$ cat src/rtl/bus_idle_pkg.sv
package bus_idle_pkg;
  localparam int CFG_W      = 8;
  localparam int AREA_W_DEF = 3;
  localparam logic [CFG_W-1:0] CFG_POR_VAL = 8'hD0;
  // Bit positions decoded by the decision logic and the sequencer.
  localparam int BIT_RD_RD  = 7;
  localparam int BIT_RD_WR  = 6;
  localparam int BIT_BURST0 = 5;

  typedef enum logic {
    ACC_READ  = 1'b0,
    ACC_WRITE = 1'b1
  } acc_kind_e;
endpackage

$ cat src/rtl/bus_idle_cfg.sv
module bus_idle_cfg
  import bus_idle_pkg::*;
#(
  parameter int W = CFG_W,
  parameter logic [W-1:0] RESET_VAL = CFG_POR_VAL
) (
  input  logic         clk,
  input  logic         por_n,
  input  logic         we,
  input  logic [W-1:0] wdata,
  output logic [W-1:0] q
);
  // Only the power-on reset touches this register; the manual reset is
  // deliberately not an input here.
  always_ff @(posedge clk) begin
    if (!por_n)   q <= RESET_VAL;
    else if (we)  q <= wdata;
  end
endmodule

$ cat src/rtl/bus_idle_track.sv
module bus_idle_track
  import bus_idle_pkg::*;
#(
  parameter int AREA_W = AREA_W_DEF
) (
  input  logic              clk,
  input  logic              por_n,
  input  logic              man_n,
  input  logic              upd,
  input  acc_kind_e         upd_kind,
  input  logic [AREA_W-1:0] upd_area,
  output logic              last_vld,
  output acc_kind_e         last_kind,
  output logic [AREA_W-1:0] last_area
);
  always_ff @(posedge clk) begin
    if (!por_n || !man_n) begin
      last_vld  <= 1'b0;
      last_kind <= ACC_WRITE;
      last_area <= '0;
    end else if (upd) begin
      last_vld  <= 1'b1;
      last_kind <= upd_kind;
      last_area <= upd_area;
    end
  end
endmodule

$ cat src/rtl/bus_idle_rule.sv
module bus_idle_rule
  import bus_idle_pkg::*;
#(
  parameter int AREA_W = AREA_W_DEF
) (
  input  logic              en_rd_rd,
  input  logic              en_rd_wr,
  input  logic              last_vld,
  input  acc_kind_e         last_kind,
  input  logic [AREA_W-1:0] last_area,
  input  logic              cur_ext,
  input  acc_kind_e         cur_kind,
  input  logic [AREA_W-1:0] cur_area,
  output logic              need_gap
);
  logic prev_read;
  logic hit_rr;
  logic hit_rw;

  always_comb begin
    prev_read = last_vld && (last_kind == ACC_READ);
    hit_rr    = en_rd_rd && (cur_kind == ACC_READ) && (cur_area != last_area);
    hit_rw    = en_rd_wr && (cur_kind == ACC_WRITE);
    need_gap  = cur_ext && prev_read && (hit_rr || hit_rw);
  end
endmodule

$ cat src/rtl/bus_idle_gap.sv
module bus_idle_gap
  import bus_idle_pkg::*;
#(
  parameter int AREA_W = AREA_W_DEF
) (
  input  logic              clk,
  input  logic              por_n,
  input  logic              man_n,
  input  logic              cfg_we,
  input  logic [7:0]        cfg_wdata,
  output logic [7:0]        cfg_rdata,
  output logic              area0_burst,
  input  logic              req_valid,
  output logic              req_ready,
  input  logic              req_write,
  input  logic [AREA_W-1:0] req_area,
  input  logic              req_ext,
  output logic              dn_valid,
  input  logic              dn_ready,
  output logic              dn_write,
  output logic [AREA_W-1:0] dn_area,
  output logic              dn_ext,
  output logic              gap_stall
);
  logic [CFG_W-1:0]  cfg_q;
  logic              last_vld;
  acc_kind_e         last_kind;
  logic [AREA_W-1:0] last_area;
  acc_kind_e         cur_kind;
  logic              need_gap;
  logic              gap_taken;
  logic              running;
  logic              xfer;

  bus_idle_cfg #(.W(CFG_W), .RESET_VAL(CFG_POR_VAL)) u_cfg (
    .clk   (clk),
    .por_n (por_n),
    .we    (cfg_we),
    .wdata (cfg_wdata),
    .q     (cfg_q)
  );

  assign cur_kind = req_write ? ACC_WRITE : ACC_READ;

  bus_idle_track #(.AREA_W(AREA_W)) u_track (
    .clk       (clk),
    .por_n     (por_n),
    .man_n     (man_n),
    .upd       (xfer && req_ext),
    .upd_kind  (cur_kind),
    .upd_area  (req_area),
    .last_vld  (last_vld),
    .last_kind (last_kind),
    .last_area (last_area)
  );

  bus_idle_rule #(.AREA_W(AREA_W)) u_rule (
    .en_rd_rd  (cfg_q[BIT_RD_RD]),
    .en_rd_wr  (cfg_q[BIT_RD_WR]),
    .last_vld  (last_vld),
    .last_kind (last_kind),
    .last_area (last_area),
    .cur_ext   (req_ext),
    .cur_kind  (cur_kind),
    .cur_area  (req_area),
    .need_gap  (need_gap)
  );

  always_comb begin
    running   = por_n && man_n;
    gap_stall = running && req_valid && need_gap && !gap_taken;
    dn_valid  = running && req_valid && !gap_stall;
    req_ready = running && dn_ready && !gap_stall;
    xfer      = dn_valid && dn_ready;
  end

  // Marks that the pending request already had its idle state.
  always_ff @(posedge clk) begin
    if (!por_n || !man_n) gap_taken <= 1'b0;
    else if (xfer)        gap_taken <= 1'b0;
    else if (gap_stall)   gap_taken <= 1'b1;
  end

  assign dn_write    = req_write;
  assign dn_area     = req_area;
  assign dn_ext      = req_ext;
  assign cfg_rdata   = cfg_q;
  assign area0_burst = cfg_q[BIT_BURST0];
endmodule

$ cat config.mk
export PLATFORM = sky130hd
export DESIGN_NAME = bus_idle_gap
export DESIGN_NICKNAME = d
export VERILOG_FILES = /design/src/rtl/bus_idle_pkg.sv /design/src/rtl/bus_idle_cfg.sv /design/src/rtl/bus_idle_track.sv /design/src/rtl/bus_idle_rule.sv /design/src/rtl/bus_idle_gap.sv
export SDC_FILE = /design/constraint.sdc
export NUM_CORES = 1
export LEC_CHECK = 0
export ABC_AREA = 1
export BUFFER_PORTS_ARGS = -buffer_cell sky130_fd_sc_hd__buf_2
export CORE_MARGIN = 2
export CORE_UTILIZATION = 43
export DETAILED_ROUTE_END_ITERATION = 8
export PLACE_DENSITY = 0.73
export SYNTH_ARGS = -nofsm -noshare
export SYNTH_HDL_FRONTEND = slang
export SYNTH_SLANG_ARGS = --single-unit
export TNS_END_PERCENT = 20
$ cat constraint.sdc
create_clock -name clk -period 1.36 [get_ports clk]
set_input_delay 0.272 -clock clk [delete_from_list [all_inputs] [get_ports clk]]
set_output_delay 0.272 -clock clk [all_outputs]
set_load 0.05 [all_outputs]
==> metrics, run 1 <==
Syn Area/Cell=7.066 um^2; Wirelength per Cell=9.013 um; ys flop type=dfxtp_1; distinct cell type count after synthesis=18; CP Capture Type=output pin; failing checks=setup timing; Final Cycle Share=119.3%; Area Growth Syn to Fin=43.92%; Setup Crit Path Kind=register to output pin; Post-synth top cells=nand2_1 (24), nor2_1 (22), dfxtp_1 (14); remaining antenna violation count=0; chip height=44.94 um; Peak VDD IR=655.8 uV; Residual DRC=0; Async S/R FF share, synth=0%; pre-CTS setup slack=-183.1 ps; first-pass GRT wire length=2.359 mm; Post-Synthesis Cells=102; Worst Path Max Fanout=3; htree depth=1; Tot Pwr=972.6 uW; num ports=36; Vias per Instance=4.510; largest net degree at the start of global routing=11; FMAX=0.6161 GHz; CTS tree=yes; cell area power density=937.7 nW/um^2; outcome=finished with violations; antenna violations before repair=0; share of layout cells above drive strength 1=51.06%; Synth Cell Area=720.7 um^2; CTS Buf Count=3; Skew-Pair Late Insertion Delay=270 ps; ant diodes=0; dpl cells=151; Total Routed Length=1.415 mm; minimum clock period=1623 ps; post-synthesis sequential area ratio=38.89%; gr usage total=15.32%; Max Cap Viol=0; CTS Buffer Depth=2; Post-Syn Nets=121; Slew Limit Headroom=83.42%; Core ar.=1541 um^2; Initial Util=46.75%; register area=284.0 um^2; Seq cells post-synth=14; unrepaired setup endpoints after global routing=yes; fin nets=161; First DRT Iteration DRCs=4; final core occ=67.29%; grt total ovfl=0; routability cong.=0.7672; Final setup viols=8; Reg clk slew, reported paths=80 ps; Warnings, synthesis=0; Port Buffers=35; Vias=708; post-DP HPWL=1.176 mm; vias in the first global route=614; Post-synth EDFFs=0; worst-margin pin slew=250.5 ps; area of the multi-input gates=366.6 um^2; top-count cell post-synth=nand2_1; endpoint arrival time on the critical path=1350 ps; Synth area leader=dfxtp_1; CTS Root Cell=clkbuf_4; Hold Crit Class=input port to register; Finished Layout Cells=157; Final Worst Setup Slack=-263.1 ps; hold_ws=217.9 ps; Sink Count=14; Startpoint Class=register; std cell rows=14; Pre-antenna DRT Iters=2; DIE WIDTH=44.94 um; DIE AREA=2020 um^2; final hold violations=0; Leak Pwr=0.5535 nW; Filler Cells Inserted=133; top cells by area in the synthesized netlist=dfxtp_1 (39%), nand2_1 (13%), nor2_1 (11%); Synth top area share=38.89%; Pins Over Slew Limit=0; Worst EP required=1090 ps; clk_skew=4.970 ps
==> placed cells by master (no fill, tap or decap) <==
cell type,count
inv_2,3
nand2_1,18
nand3_2,1
clkbuf_8,1
inv_8,1
buf_4,10
dfxtp_2,3
a21oi_1,1
nand4_4,1
nor2_4,3
o21ai_0,6
nand3_1,5
clkbuf_4,3
inv_1,6
dfxtp_1,11
buf_6,2
clkinv_1,1
nand2_8,1
buf_2,32
o211ai_1,1
buf_8,1
nand2_4,3
nor2_1,20
inv_6,1
nand2_2,6
==> state kept, by name, summed over array words and instances, names as in the netlist <==
name / cells
u_track.last_area: 3
gap_taken: 1
u_track.last_kind: 1
u_cfg.q: 8
u_track.last_vld: 1
==> metrics by stage <==
step                      cell area, um^2  TNS (ps)
final                                1037     -1190
after global routing                 1037     -2155
after detailed placement            942.2    -538.5
after global placement              942.2    -493.5
after CTS                            1008    -915.8
after floorplan                     770.7    -31.21
==> where the power goes <==
group / leakage [nW] / total (mW) / internal, mW / switching [mW]
Combinational: 0.416 / 0.255 / 0.0777 / 0.178
Clock: 0.0210 / 0.280 / 0.162 / 0.118
Sequential: 0.117 / 0.437 / 0.427 / 0.00959
==> cells by family (layout without fill, tap and decap cells) <==
group | Yosys count | in the layout | synth area share [%]
flip-flops | 14 | 14 | 38.89
buffers and inverters | 22 | 61 | 17.01
AND/OR/NAND/NOR | 58 | 58 | 38.20
AO/OA/AOI/OAI | 8 | 8 | 5.903
==> worst paths after layout <==
path                                    end  depth (start not counted)  slack [ps]                              start
max                               req_ready                         10        -260  u_track.last_area[2]$_SDFFE_PP0P_
min                 u_cfg.q[4]$_SDFFE_PN1P_                          3         220                       cfg_wdata[4]
max reg2reg  u_track.last_kind$_SDFFE_PP1P_                         13        -120  u_track.last_area[2]$_SDFFE_PP0P_
min reg2reg   u_track.last_vld$_SDFFE_PP0P_                          2         450      u_track.last_vld$_SDFFE_PP0P_
==> area by class of cell <==
type | count | area share [%]
clock buffers | 4 | 3.498
inverters | 12 | 5.549
multi-input cells | 66 | 35.34
flip-flops and latches | 14 | 27.38
well taps | 16 | 1.930
repair buffers | 45 | 26.30
==> critical path: stages (launching register included) <==
cell     delay [ps]
dfxtp_2         330
inv_2            50
nand2_1          40
nand2_1          60
nand3_2          70
nand2_2          60
nand2_2          60
nand2_4         110
nand2_4          70
nor2_4           80
buf_8           150
==> layer usage <==
metal,GRT usage [%],up-vias,part of all wire [%]
li1,-,385,-
met5,0,-,0
met3,3.600,0,7.3
met4,1.765,0,0
met1,20.71,300,45
met2,25.71,23,48
==> what timing repair did <==
action | 4_1_cts | 5_1_grt
pin swaps | 6 | 4
endpoints found under the setup margin | 3 | 8
buffers inserted | 1 | 1
hold buffers | 0 | 0
gates resized for setup | 12 | 7
Power figures use the tool's default switching activity.
==> run 2, diff against run 1 <==
--- a/config.mk
+++ b/config.mk
@@ -5,12 +5,12 @@
 export SDC_FILE = /design/constraint.sdc
 export NUM_CORES = 1
 export LEC_CHECK = 0
-export ABC_AREA = 1
 export BUFFER_PORTS_ARGS = -buffer_cell sky130_fd_sc_hd__buf_2
-export CORE_MARGIN = 2
-export CORE_UTILIZATION = 43
+export CELL_PAD_IN_SITES_DETAIL_PLACEMENT = 1
+export CELL_PAD_IN_SITES_GLOBAL_PLACEMENT = 1
+export CORE_UTILIZATION = 31
 export DETAILED_ROUTE_END_ITERATION = 8
-export PLACE_DENSITY = 0.73
+export PLACE_DENSITY = 0.74
 export SYNTH_ARGS = -nofsm -noshare
 export SYNTH_HDL_FRONTEND = slang
 export SYNTH_SLANG_ARGS = --single-unit
==> run 2 against run 1 <==
The run still ends with setup timing left. Synthesized cell count shrank 27%. Non-clock buffer count fell by 1. Cell count shrank 12%. First-iteration DRC count down 100%. Final area down 5.7%. Utilization is 19 points lower. Clock power is 5% higher. Global-route usage decreased by 0.060 points. Power down 0.25%. Sequential cell count unchanged. Combinational power is 6% lower. Via count decreased by 11%. Largest cell class unchanged. Largest power group unchanged.
==> metrics, run 2 <==
outcome=finished with violations; failing checks=setup timing; Reg2Reg Setup Slack=-50 ps; worst hold start=cfg_wdata[6]; CTS Hold Bufs=0; minimum clock period=1834 ps; Synth Area in XOR/XNOR=3.743%; DIE WIDTH=49.59 um; Wirelength per Cell=11.88 um; Area Growth Syn to Fin=39.39%; Leak Pwr=0.4904 nW; most frequent cells in the layout=buf_2 (32), mux2i_1 (12), dfxtp_1 (12), nand2_1 (9), buf_4 (9); final hold violations=0; Worst Hold End=u_cfg.q[6]$_SDFFE_PN1P_; Async S/R FF share, synth=0%; Vias=627; Seq cells post-synth=14; Port Buffers=35; Reg power frac=44.9%; clk_skew=0.4907 ps; Final Cycle Share=134.9%; Total Routed Length=1.639 mm; FMAX=0.5452 GHz; DIE AREA=2459 um^2; combinational share of power=24.8%; Largest regs=u_cfg.q (8), u_track.last_area (3); grt total ovfl=0; Sink Count=14; Synth Cell Area=701.9 um^2; chip height=49.59 um; num ports=36; mux contribution to synthesized area=17.11%; Synth Area in Compound Gates=6.595%; remaining antenna violation count=0; Final Worst Setup Slack=-474.1 ps; Worst EP required=1090 ps; Max Cap Viol=0; Worst R2R Start=u_track.last_area[1]$_SDFFE_PP0P_; routability cong.=0.6953; Worst Path Max Fanout=4; Post-Syn Nets=93; share of layout cells above drive strength 1=52.25%; Syn Area/Cell=9.485 um^2; CP max stage delay=390 ps; post-synthesis sequential area ratio=39.93%; First DRT Iteration DRCs=0; Initial Util=34.37%; CP Capture Type=output pin; ant diodes=0; P_sw=293.4 uW; Synth top area share=39.93%; hold_ws=209.7 ps; largest net degree at the start of global routing=9; switching portion of total power=30.24%; ys flop type=dfxtp_1; worst reg2reg path depth=4; std cell rows=16; clock network power share=30.3%; endpoint arrival time on the critical path=1560 ps; first-pass GRT wire length=2.815 mm; CP max stage cell=a2111oi_4; Residual DRC=0; Core ar.=2042 um^2; Post-synth top cells=dfxtp_1 (14), mux2i_1 (12), nand2_1 (11); largest family of logic cells by synthesized area=simple AND/OR/NAND/NOR gates; Final setup viols=8; Hold Crit Class=input port to register; vias in the first global route=677; crit path buf inv count=1; Filler Cells Inserted=262; Slew Limit Headroom=79.07%; unrepaired setup endpoints after global routing=yes; CTS Root Cell=clkbuf_4; top cells by area in the synthesized netlist=dfxtp_1 (40%), mux2i_1 (17%), buf_4 (8.6%); worst-margin pin slew=314.0 ps; Post-synth EDFFs=0; antenna violations before repair=0; post-DP HPWL=1.371 mm; Int Pwr=676.8 uW; Warnings, synthesis=0; htree depth=1; Biggest register=u_cfg.q; Skew-Pair Late Insertion Delay=270 ps; top-count cell post-synth=dfxtp_1; gr usage total=15.26%; worst hold path cell count=3; distinct cell type count after synthesis=18; worst path cell trace=nand2b_4 -> a2111oi_4 -> nand2_2 -> and3_4 -> buf_6; setup_tns=-1519 ps; Vias per Instance=4.543; Pins Over Slew Limit=0; Startpoint Class=register; cell area power density=991.6 nW/um^2; Pre-antenna DRT Iters=1; R2R Path End=u_track.last_vld$_SDFFE_PP0P_; simple-gate portion of the synthesized area=18.36%; Tot Pwr=970.2 uW; most common cell after layout, fill and taps aside=buf_2; Setup Crit Path Kind=register to output pin; CTS tree=yes; CTS Buf Count=3; adder-cell share of the synthesized area=0%; max reg flops=8; CTS Buffer Depth=2; Reg clk slew, reported paths=80 ps; Synth area leader=dfxtp_1; Post-Synthesis Cells=74; fin nets=131; Peak VDD IR=695.4 uV; CP delay by family, top=simple AND/OR/NAND/NOR gates
==> run 2: cell types whose count changed after synthesis, sizes merged, moves of 4 or more <==
cell	previous run	this run
inv	11	5
nor2b	0	5
nand2	28	11
nand3	6	2
nor2	23	2
o21ai	6	0
mux2i	0	12
==> run 2: worst max-delay path by stage <==
stage | cells after the start | slack, ps | from | to
4_1_cts | 5 | -500 | u_cfg.q[7]$_SDFFE_PN1P_ | dn_valid
6_report | 5 | -470 | u_cfg.q[7]$_SDFFE_PN1P_ | dn_valid
5_1_grt | 5 | -560 | u_cfg.q[7]$_SDFFE_PN1P_ | dn_valid
2_1_floorplan | 4 | -100 | u_cfg.q[6]$_SDFFE_PN1P_ | gap_stall
3_5_place_dp | 6 | -370 | req_write | dn_valid
3_3_place_gp | 6 | -300 | req_write | dn_valid
==> run 2: power by group through the flow <==
stage | logic, mW | registers [mW] | clock network, mW
floorplan | 0.135 | 0.482 | 0
global placement | 0.234 | 0.445 | 0
detailed placement | 0.239 | 0.446 | 0
CTS | 0.243 | 0.436 | 0.306
global route | 0.257 | 0.438 | 0.330
finish | 0.240 | 0.436 | 0.294
==> run 2: per-layer routing <==
| layer | GRT usage, % | routed length [um] |
|---|---|---|
| met1 | 15.20 | 632 |
| met5 | 0 | 0 |
| met2 | 30.18 | 905 |
| met4 | 2.857 | 0 |
| met3 | 4.938 | 101 |
==> run 2: timing repair <==
action / CTS / global route
gates cloned: 0 / 0
gates resized for setup: 7 / 0
setup buffers: 0 / 0
pin swaps: 4 / 2
setup endpoints to repair: 8 / 8
==> run 2: cell type report <==
cell class                 instances  area, um^2  area share (%)
multi-input combinational         44       345.3           35.29
clock buffer                       4       36.28           3.708
inverter                           5       18.77           1.918
tap                               27       33.78           3.453
timing repair buffer              44       261.5           26.73
sequential                        14       282.8           28.90
==> run 2: cell families (layout without fill, tap and decap cells) <==
group | after synthesis | after routing
buffers and inverters | 16 | 53
and+or+nand+nor | 25 | 25
xor gates and xnor gates | 3 | 3
muxes | 12 | 12
DFF | 14 | 14
AOI/OAI and AO/OA | 4 | 4
==> run 2: metrics by stage <==
stage	cell area, um^2	setup slack, ps	cells	util (%)
3_5_place_dp	922.1	-374.0	134	45.16
6_report	978.4	-474.1	138	47.92
3_3_place_gp	922.1	-299.4	134	45.16
2_1_floorplan	726.9	-95.56	74	-
4_1_cts	978.4	-504.3	138	47.92
5_1_grt	978.4	-555.2	138	47.92
==> run 2: worst reg2reg max path: stages, from the launching register on <==
cell and delay, ps:
dfxtp_1 340, xnor2_1 190, nand4_1 180, a211o_2 440
a21oi_1 190
